### src/rtl/ttu_pkg.sv
`timescale 1ns/1ps
package ttu_pkg;
    localparam int CW      = 32;
    localparam int PRE_W   = 8;
    localparam int AW      = 8;
    localparam int CH_BASE = 4;
    localparam int STRIDE  = 12;

    typedef struct packed {
        logic       uf;
        logic       ie;
        logic [2:0] psc;
    } ctrl_t;

    // Byte-lane enables for a lane-aligned access
    function automatic logic [3:0] lane_mask(input logic [1:0] sz, input logic [1:0] a);
        case (sz)
            2'd0:    return 4'b0001 << a;
            2'd1:    return a[1] ? 4'b1100 : 4'b0011;
            default: return 4'b1111;
        endcase
    endfunction

    function automatic logic [CW-1:0] lane_merge(input logic [CW-1:0] old,
                                                 input logic [CW-1:0] wd,
                                                 input logic [3:0] m);
        logic [CW-1:0] r;
        for (int b = 0; b < 4; b++)
            r[b*8 +: 8] = m[b] ? wd[b*8 +: 8] : old[b*8 +: 8];
        return r;
    endfunction

    // Last prescaler state for a rate code; reserved codes fold to divide-by-4
    function automatic logic [PRE_W-1:0] pre_last(input logic [2:0] psc);
        case (psc)
            3'd1:    return PRE_W'(15);
            3'd2:    return PRE_W'(63);
            3'd3:    return PRE_W'(255);
            default: return PRE_W'(3);
        endcase
    endfunction

    function automatic logic [15:0] ctrl_pack(input ctrl_t c);
        return {7'b0, c.uf, 2'b0, c.ie, 2'b0, c.psc};
    endfunction

    // Control word after a bus write; the flag field carries the written bit
    function automatic ctrl_t ctrl_apply(input ctrl_t old, input logic [CW-1:0] wd,
                                         input logic [3:0] m);
        ctrl_t r;
        r.uf  = m[1] ? wd[8]   : old.uf;
        r.ie  = m[0] ? wd[5]   : old.ie;
        r.psc = m[0] ? wd[2:0] : old.psc;
        return r;
    endfunction
endpackage

### src/rtl/ttu_prescaler.sv
`timescale 1ns/1ps
module ttu_prescaler
    import ttu_pkg::*;
(
    input  logic       clk,
    input  logic       rst,
    input  logic       run,
    input  logic [2:0] psc,
    output logic       tick
);
    logic [PRE_W-1:0] pc_q;
    logic [PRE_W-1:0] last;

    assign last = pre_last(psc);
    assign tick = run && (pc_q >= last);

    // Held at zero while stopped, so a restart begins a full period
    always_ff @(posedge clk) begin
        if (rst || !run)  pc_q <= '0;
        else if (tick)    pc_q <= '0;
        else              pc_q <= pc_q + 1'b1;
    end
endmodule

### src/rtl/ttu_channel.sv
`timescale 1ns/1ps
module ttu_channel
    import ttu_pkg::*;
(
    input  logic          clk,
    input  logic          rst,
    input  logic          run,
    input  logic          cnt_wr,
    input  logic [CW-1:0] cnt_wval,
    input  logic          cst_wr,
    input  logic [CW-1:0] cst_wval,
    input  logic          ctl_wr,
    input  ctrl_t         ctl_wval,
    output logic [CW-1:0] cnt,
    output logic [CW-1:0] cst,
    output ctrl_t         ctl,
    output logic          tick,
    output logic          irq
);
    logic [CW-1:0] cnt_q, cst_q;
    ctrl_t         ctl_q;
    logic          parked_q;
    logic          uflow;

    ttu_prescaler u_pre (
        .clk  (clk),
        .rst  (rst),
        .run  (run),
        .psc  (ctl_q.psc),
        .tick (tick)
    );

    assign uflow = tick && (cnt_q == '0) && !parked_q;

    always_ff @(posedge clk) begin
        if (rst) begin
            cnt_q    <= '1;
            cst_q    <= '1;
            ctl_q    <= '0;
            parked_q <= 1'b0;
        end else begin
            if (cst_wr) cst_q <= cst_wval;

            if (cnt_wr)                       cnt_q <= cnt_wval;
            else if (uflow)                   cnt_q <= cst_q;
            else if (tick && cnt_q != '0)     cnt_q <= cnt_q - 1'b1;

            if (cnt_wr || cst_wr)             parked_q <= 1'b0;
            else if (uflow && cst_q == '0)    parked_q <= 1'b1;

            if (ctl_wr) begin
                ctl_q.ie  <= ctl_wval.ie;
                ctl_q.psc <= ctl_wval.psc;
            end
            ctl_q.uf <= ((ctl_wr ? ctl_wval.uf : 1'b1) & ctl_q.uf) | uflow;
        end
    end

    assign cnt = cnt_q;
    assign cst = cst_q;
    assign ctl = ctl_q;
    assign irq = ctl_q.ie & ctl_q.uf;
endmodule

### src/rtl/tick_timer_unit.sv
`timescale 1ns/1ps
module tick_timer_unit
    import ttu_pkg::*;
#(
    parameter int NCH = 3
) (
    input  logic           clk,
    input  logic           rst,
    input  logic           bus_sel,
    input  logic           bus_wr,
    input  logic [AW-1:0]  bus_addr,
    input  logic [1:0]     bus_size,
    input  logic [CW-1:0]  bus_wdata,
    output logic [CW-1:0]  bus_rdata,
    output logic [NCH-1:0] irq
);
    localparam int WIW = AW - 2;

    logic [WIW-1:0] widx;
    logic [3:0]     mask;
    logic           wr;
    logic [NCH-1:0] start_q;

    logic [NCH-1:0][CW-1:0] cnt_v, cst_v, cnt_wv;
    ctrl_t [NCH-1:0]        ctl_v;
    logic  [NCH-1:0]        tick_v, cnt_wr_v, ctl_wr_v;

    assign widx = bus_addr[AW-1:2];
    assign mask = lane_mask(bus_size, bus_addr[1:0]);
    assign wr   = bus_sel && bus_wr;

    always_ff @(posedge clk) begin
        if (rst)                                start_q <= '0;
        else if (wr && widx == '0 && mask[0])   start_q <= bus_wdata[NCH-1:0];
    end

    for (genvar n = 0; n < NCH; n++) begin : g_ch
        localparam int WC = (CH_BASE + STRIDE * n) / 4;
        logic hit_c, hit_n, hit_k;
        assign hit_c = wr && (widx == WIW'(WC));
        assign hit_n = wr && (widx == WIW'(WC + 1));
        assign hit_k = wr && (widx == WIW'(WC + 2));
        assign cnt_wr_v[n] = hit_n;
        assign ctl_wr_v[n] = hit_k;
        assign cnt_wv[n]   = lane_merge(cnt_v[n], bus_wdata, mask);

        ttu_channel u_ch (
            .clk      (clk),
            .rst      (rst),
            .run      (start_q[n]),
            .cnt_wr   (hit_n),
            .cnt_wval (cnt_wv[n]),
            .cst_wr   (hit_c),
            .cst_wval (lane_merge(cst_v[n], bus_wdata, mask)),
            .ctl_wr   (hit_k),
            .ctl_wval (ctrl_apply(ctl_v[n], bus_wdata, mask)),
            .cnt      (cnt_v[n]),
            .cst      (cst_v[n]),
            .ctl      (ctl_v[n]),
            .tick     (tick_v[n]),
            .irq      (irq[n])
        );
    end

    always_comb begin
        bus_rdata = '0;
        if (bus_sel) begin
            if (widx == '0) bus_rdata = {{(CW-NCH){1'b0}}, start_q};
            for (int n = 0; n < NCH; n++) begin
                if (widx == WIW'((CH_BASE + STRIDE * n) / 4))     bus_rdata = cst_v[n];
                if (widx == WIW'((CH_BASE + STRIDE * n) / 4 + 1)) bus_rdata = cnt_v[n];
                if (widx == WIW'((CH_BASE + STRIDE * n) / 4 + 2)) bus_rdata = {16'b0, ctrl_pack(ctl_v[n])};
            end
        end
    end
endmodule

### config.mk
export PLATFORM = sky130hd
export DESIGN_NAME = tick_timer_unit
export DESIGN_NICKNAME = d
export VERILOG_FILES = /design/src/rtl/ttu_pkg.sv /design/src/rtl/ttu_prescaler.sv /design/src/rtl/ttu_channel.sv /design/src/rtl/tick_timer_unit.sv
export SDC_FILE = /design/constraint.sdc
export NUM_CORES = 1
export LEC_CHECK = 0
export ABC_AREA = 1
export BUFFER_PORTS_ARGS = -buffer_cell sky130_fd_sc_hd__clkbuf_2
export CORE_UTILIZATION = 42
export CTS_CLUSTER_SIZE = 16
export DETAILED_ROUTE_END_ITERATION = 6
export SLEW_MARGIN = 20
export SYNTH_ARGS = -nofsm -noshare
export SYNTH_HDL_FRONTEND = slang
export SYNTH_SLANG_ARGS = --single-unit
### constraint.sdc
create_clock -name clk -period 4.6 [get_ports clk]
set_clock_uncertainty 0.1 [all_clocks]
set_input_delay 0.46 -clock clk [delete_from_list [all_inputs] [get_ports clk]]
set_output_delay 0.46 -clock clk [all_outputs]
set_load 0.01 [all_outputs]
### Word-level counts from Yosys, hierarchy flattened

Cells that the tools add are included.

* flip-flop bits (word level): 237
* bits in latches: 0
* RAM bits: 0
* bits in read-only memories: 0
* bits of input ports: 46
* logic and storage cells: 211
* memories kept: 0

* add/subtract/negate cells: 6
* multipliers: 0
* divide/modulo/power cells: 0
* order comparisons: 3
* equality and inequality tests: 31
* shift-type cells: 1
* muxes and demuxes: 35
* bitwise logic cells: 9
* reductions and logical operators: 86

Operators by type and width (count)
* $mux 32: 19
* $logic_not 32->1: 6
* $reduce_bool 32->1: 3
* $sub 32x1->32 const B: 3
* $pmux 8 s3: 3
* $reduce_and 2->1: 27
* $mux 8: 4
* $logic_and 1x1->1: 27
* $add 8x1->8 const B: 3
* $eq 6x3->1 const B: 4
* $ge 8x8->1: 3
* $ne 2x2->1 const B: 12
* $eq 3x2->1 const B: 6
* $eq 6x2->1 const B: 2
* $eq 6x4->1 const B: 2
* $reduce_or 2->1: 6
* $eq 3x1->1 const B: 3
* $reduce_bool 3->1: 3
* $pmux 4 s2: 1
* $and 1x1->1: 6
* $eq 6x1->1 const B: 1
* $logic_not 1->1: 6
* $logic_not 6->1: 1
* $logic_or 1x1->1: 6
* other kinds (7): 14

### Logic depth before layout (Yosys ltp)

Gate-level depths: netlist of run 1.

* word-level depth: 12
* mapped depth: 16
* mapped depth without buffers: 15

### Cells and area by module

A second synthesis of run 1 with hierarchy kept.

* cell total of the unflattened synthesis: 3406
* area, all modules: 19621.3 um^2

Modules (own cells, without submodules)
* ttu_channel: instances 3, cells each 804, area an instance 4747.1 um^2
* tick_timer_unit: instances 1, cells each 820, area an instance 4002.6 um^2
* ttu_prescaler: instances 3, cells each 58, area an instance 459.2 um^2

### Least setup slack after synthesis of run 1

OpenSTA, ideal clock, no wires.

* kind: input to output
* from: input port bus_addr[7]
* to: output port bus_rdata[10]
* data arrival time: 1.730 ns
* required time: 4.040 ns
* slack: 2.310 ns
* stages on the path: 7
* path buffers: 2
* path through: nor2_1 nand2_1 nor2_2 clkbuf_1 buf_2 nand2_1 a41oi_1

* longest elaborated chain between the ends: 11
* elaborated cells on any way between the ends: 19
* classes of those cells: eq/ne (9); mux (10)

RTL lines
* start, declared: line tick_timer_unit.sv:11 `input logic [AW-1:0] bus_addr,`
* $eq 6x1->1: line tick_timer_unit.sv:70 `if (widx == WIW'((CH_BASE + STRIDE * n) / 4)) bus_rdata = cst_v[n];`
* $mux 32: line tick_timer_unit.sv:70
* $mux 32: line tick_timer_unit.sv:71 `if (widx == WIW'((CH_BASE + STRIDE * n) / 4 + 1)) bus_rdata = cnt_v[n];`
* $mux 32: line tick_timer_unit.sv:72 `if (widx == WIW'((CH_BASE + STRIDE * n) / 4 + 2)) bus_rdata = {16'b0, ctrl_pack(ctl_v[n])};`
* $mux 32: line tick_timer_unit.sv:70
* $mux 32: line tick_timer_unit.sv:71
* $mux 32: line tick_timer_unit.sv:72
* $mux 32: line tick_timer_unit.sv:70
* $mux 32: line tick_timer_unit.sv:71
* $mux 32 (*): line tick_timer_unit.sv:72
* $mux 32 (*): line tick_timer_unit.sv:67 `if (bus_sel) begin`
* end, declared: line tick_timer_unit.sv:14 `output logic [CW-1:0] bus_rdata,`

Every way passes the cells marked *; elsewhere a longest branch is shown, timed or not.

### Worst setup path after layout of run 1

* from: input port bus_addr[2]
* to: output port bus_rdata[23]

Same word-level chain as after synthesis.

==> metrics.yaml, run 1 <==
yosys:
  synth-edff-count: 0
  synth_cell_type_count: 46
  synth_flop_cell: "dfxtp_1"
  synth_async_sr_flop_share_pct: 0
  ys_warn_count: 0
  yosys.area_share.simple_pct: 43.3
  synth-xor-area-share_pct: 4.89
  syn_area_sq_um: 15400
  synth_top_family_by_area: "simple AND/OR/NAND/NOR gates"
  syn_inst: 2469
  synth.area.mux_share_pct: 0
  synth_compound_area_share_pct: 12.0
  synthAdderAreaFrac_pct: 1.46
  synth_fp_nets: 2533
  synth_area_per_cell_sq_um: 6.23
  ys_seq_elements: 237
  synth_seq_area_share_pct: 30.8
timing:
  rsz0062_at_grt: "false"
  setup_violations: 0
  setup_tns_ps: 0
  max_slew_margin_pct: 20.9
  drv_slew: 0
  hold_violations: 0
  fmax_mhz: 298
  timing.final.crit_share_pct: 72.9
  worst_slew_pin_slew_ps: 1190
  finalCriticalPeriod_ps: 3350
route:
  drtIter0Drc: 1802
  wl_per_cell_um: 19.4
  met3_length_um: 5080
  detail-route-antenna-nets: 0
  drc: 5
  num_vias: 16900
  met1Wirelength_um: 26300
  dr.pass1.iters: 7
  via_per_inst: 5.68
  wl_met2_um: 24900
  wl_um: 57700
  dr.max_layer_used: "met4"
clock_tree:
  clock_latency_ps: 590
  cts_resized: 0
  clockRootBuffer: "clkbuf_16"
  cts_sinks: 237
  clock_path_buffers: 3
  cts_buffers: 30
  cts.reportedPaths.clkPinSlew_ps: 60
  ctsHtreeMaxLevel: 1
  ctsHoldBuffers: 0
  cts_tree: "done"
  cts_setup_buffers: 0
global_routing:
  grt_pass1_vias: 15300
  grt_max_degree: 65
  grt_antenna_before_repair: 0
  grt.total_usage_pct: 30.2
  grt_pass1_wl_um: 89800
  grt.overflow.total: 0
placement:
  place_area_sq_um: 16000
  dp_hpwl_um: 42100
  place_congestion: 0.959
  place_inst: 2915
  port_buffers: 80
final_layout:
  drive_gt1_share_pct: 9.36
  fin_area_sq_um: 17100
  finalNetCount: 2550
  mostFrequentLayoutCell: "nand2_1"
  fin_util_pct: 47.7
  layout_common_cells: "nand2_1, nor2_1, dfxtp_1, nand3_1, a21oi_1"
  fillers: 3722
  n_antenna_cell: 0
  final_cells: 2971
  layout-area-overhead-vs-synth_pct: 10.9
setup_path:
  cp.required_ps: 4040
  path_cells: "clkbuf_2, inv_2, nand2_1, nor2_1, nand2_1, buf_4, nor2_1, a221oi_1, a41oi_1, clkbuf_2"
  cpPeakStageDelay_ps: 550
  start_kind: "input pin"
  end_kind: "output port"
  cp_top_family: "compound AO/OA/AOI/OAI gates"
  crit_fanout: 15
  critPathKind: "input pin to output port"
  cp.buffers_inverters: 4
  slowest_stage: "a221oi_1"
  cp.arrival_ps: 2790
power:
  max-vdd-ir-drop_v: 0.000322
  power.leakage_nw: 7.27
  power_density_nw_per_um2: 291
floorplan:
  num_rows: 69
  die_height_um: 193
  io_pins: 81
  die_w_um: 193
  dieArea_sq_um: 37400
  core-area_sq_um: 35800
  initial_utilization_pct: 43.0
flow_run:
  cap_violations: 0
worst_hold_path:
  hp-class: "input pin to flop"
outcome:
  status: "finished, violations left"
  violations: "DRC"
==> logic make-up after synthesis <==
group                      count (synthesis)
adders and majority gates                 18
AOI/OAI and AO/OA                        311
xor gates and xnor gates                  86
buffers and inverters                    275
and+or+nand+nor                         1542
DFF                                      237
==> cells in the mapped netlist (4+ instances only) <==
master    instances  area [sq um]
a21oi_1         160           801
a221oi_1         12           105
a31oi_1           4          25.0
a41oi_1          24           210
buf_1            15          56.3
buf_2            32           160
buf_4             7          52.6
buf_6             9           101
clkbuf_1         52           195
dfxtp_1         237          4740
ha_1             18           225
inv_1           137           514
inv_2            20          75.1
nand2_1         739          2770
nand2_2           9          56.3
nand2_4          10           113
nand3_1         206          1030
nand3_2           6          60.1
nand4_1          96           601
nor2_1          390          1460
nor2_2           22           138
nor2_4            5          56.3
nor3_1           23           115
nor3b_1           5          37.5
nor4_1           20           125
o211ai_1         30           225
o21ai_0          41           205
o21ai_1          17          85.1
o22ai_1          11          68.8
xnor2_1          28           245
xor2_1           58           508
==> sequential cells by signal (all words and copies together) (netlist names) <==
register              count
g_ch.u_ch.cst            96
start_q                   3
g_ch.u_ch.cnt            96
g_ch.u_ch.u_pre.pc_q     24
g_ch.u_ch.parked_q        3
g_ch.u_ch.ctl            15
==> worst paths after layout <==
kind | cells past startpoint | endpoint | slack [ps] | startpoint
setup / recovery | 10 | bus_rdata[23] | 1250 | bus_addr[2]
hold / removal | 3 | g_ch[1].u_ch.cst[27]$_SDFFE_PP1P_ | 170 | bus_wdata[27]
setup reg to reg | 12 | g_ch[0].u_ch.cnt[27]$_SDFFE_PP1P_ | 1430 | g_ch[0].u_ch.cnt[0]$_SDFFE_PP1P_
hold reg to reg | 1 | g_ch[0].u_ch.u_pre.pc_q[0]$_SDFF_PP0_ | 350 | g_ch[0].u_ch.u_pre.pc_q[0]$_SDFF_PP0_
==> through the flow <==
stage               worst slack [ps]  total power (W)  hold slack [ps]
global route                    1150          0.00510              170
floorplan                       2310          0.00221              318
CTS                             1310          0.00499              135
detailed placement              1310          0.00234              345
finish                          1250          0.00497              166
global placement                1240          0.00234              326
==> metal layers <==
metal  track usage (%)  vias up
met5                 0        -
met4              8.80        0
met3              4.36       86
met2              46.1      749
met1              43.9     7846
li1                  -     8193
==> final cells by class <==
type	count	area (sq um)	share of cell area, %
multi-input combinational	1957	9480	55.5
inverter	160	603	3.53
sequential	237	4740	27.8
timing repair buffer	100	566	3.31
clock buffer	39	825	4.83
clock inverter	17	278	1.63
tap	461	577	3.38
==> tightest hold or removal path, stage by stage <==
cell,delay (ps)
clkbuf_2,200
nand2_1,80
nand3_1,70
==> power by group <==
group	total [W]	switching, W	internal [W]	leakage (nW)
logic	0.000229	0.000177	0.0000520	4.81
clock network	0.00267	0.00102	0.00165	0.542
registers	0.00207	0.00000927	0.00206	1.92
Power figures use the tool's default switching activity.
==> inputs of run 2 (changes only) <==
- clock period: 4.6 -> 2.75 ns (I/O delays scaled with it)
==> metrics.yaml, run 2 (synthesized netlist as in run 1, its figures left out) <==
route:
  drtIter0Drc: 1740
  detail-route-antenna-nets: 0
  wl_um: 56100
  dr.pass1.iters: 7
  drc: 4
  via_per_inst: 5.52
  wl_per_cell_um: 18.5
  num_vias: 16800
power:
  max-vdd-ir-drop_v: 0.000487
  power_density_nw_per_um2: 465
  power.leakage_nw: 7.60
floorplan:
  io_pins: 81
  core-area_sq_um: 35800
  initial_utilization_pct: 43.0
  die_w_um: 193
  die_height_um: 193
  dieArea_sq_um: 37400
  num_rows: 69
clock_tree:
  cts_tree: "done"
  cts_buffers: 30
  clockRootBuffer: "clkbuf_16"
  cts_setup_buffers: 0
  cts_sinks: 237
  clock_latency_ps: 580
  ctsHtreeMaxLevel: 1
  cts.reportedPaths.clkPinSlew_ps: 60
  clock_path_buffers: 3
setup_path:
  start_kind: "input pin"
  path_cells: "clkbuf_2, nor2_1, nand2_1, nor2_1, buf_4, buf_4, nand2_1, o21ai_0, o21ai_0, o211ai_1, a21oi_1, a21oi_1, clkbuf_2"
  critPathKind: "input pin to output port"
  crit_fanout: 18
  cp.arrival_ps: 2170
  end_kind: "output port"
  cp.buffers_inverters: 4
  cp.required_ps: 2380
  cpPeakStageDelay_ps: 260
  slowest_stage: "buf_4"
  cp_top_family: "compound AO/OA/AOI/OAI gates"
timing:
  drv_slew: 0
  finalCriticalPeriod_ps: 2550
  setup_violations: 0
  fmax_mhz: 393
  rsz0062_at_grt: "false"
  hold_violations: 0
  setup_tns_ps: 0
  max_slew_margin_pct: 38.3
  timing.final.crit_share_pct: 92.6
  worst_slew_pin_slew_ps: 924
final_layout:
  drive_gt1_share_pct: 10.7
  layout_common_cells: "nand2_1, nor2_1, dfxtp_1, nand3_1, a21oi_1"
  n_antenna_cell: 0
  layout-area-overhead-vs-synth_pct: 14.9
  mostFrequentLayoutCell: "nand2_1"
  final_cells: 3038
  finalNetCount: 2618
outcome:
  violations: "DRC"
  status: "finished, violations left"
flow_run:
  cap_violations: 0
global_routing:
  grt_max_degree: 52
  grt.total_usage_pct: 29.4
  grt.overflow.total: 0
  grt_pass1_wl_um: 87200
  grt_antenna_before_repair: 0
  grt_pass1_vias: 15500
placement:
  dp_hpwl_um: 42700
  port_buffers: 80
  place_congestion: 0.951
  place_inst: 2958
worst_hold_path:
  hp-class: "input pin to flop"
-- run 2: path summary, 6_finish.rpt --
check | from | end | slack [ps] | cells past startpoint
min reg2reg | g_ch[2].u_ch.u_pre.pc_q[0]$_SDFF_PP0_ | g_ch[2].u_ch.u_pre.pc_q[0]$_SDFF_PP0_ | 360 | 1
max | bus_addr[7] | bus_rdata[8] | 200 | 13
min | bus_wdata[0] | g_ch[1].u_ch.cst[0]$_SDFFE_PP1P_ | 20 | 3
max reg2reg | g_ch[1].u_ch.cnt[0]$_SDFFE_PP1P_ | g_ch[1].u_ch.cnt[12]$_SDFFE_PP1P_ | 250 | 12
-- run 2: tightest hold or removal path: cells and delay by family --
kind,cells,cell delay (ps)
AOI/OAI and AO/OA,1,70
buffers and inverters,1,230
and+or+nand+nor,1,80
-- run 2: where the power goes --
part           switching (W)  internal, W  leakage, nW  total [W]
combinational       0.000302     0.000124         5.15   0.000425
clock                0.00164      0.00270        0.530    0.00434
sequential         0.0000146      0.00344         1.92    0.00346
-- run 2: area by class of cell --
cell class / instances / area (sq um)
multi-input cells: 1957 / 9490
flip-flops and latches: 237 / 4740
clock inverters: 11 / 183
inverters: 160 / 602
clock buffers: 44 / 895
fillers: 3709 / 18100
well taps: 461 / 577
repair buffers: 168 / 1190
-- run 2: timing repair --
action,CTS,global route
endpoints found under the hold margin,69,0
setup endpoints to repair,0,8
hold buffers,25,0
gates resized for setup,0,2
-- run 2: metrics by stage --
stage / cell area, sq um / util (%) / hold slack [ps] / setup WS [ps] / total power [W]
4_1_cts: 17700 / 49.3 / 5.33 / 100 / 0.00825
2_1_floorplan: 15400 / - / 301 / 695 / 0.00370
3_3_place_gp: 16300 / 45.6 / 328 / 183 / 0.00392
3_5_place_dp: 16300 / 45.6 / 344 / 120 / 0.00392
6_report: 17700 / 49.3 / 23.5 / 204 / 0.00822
5_1_grt: 17700 / 49.3 / 17.1 / 59.3 / 0.00844
-- run 2: metal layers --
layer / part of all wire, % / wire length [um] / GRT usage, % / vias up
li1: - / - / - / 8329
met1: 45 / 25400 / 41.1 / 7708
met2: 44 / 24600 / 46.4 / 623
met3: 7.8 / 4390 / 3.92 / 95
met4: 2.9 / 1600 / 9.69 / 0
met5: 0 / 0 / 0 / -
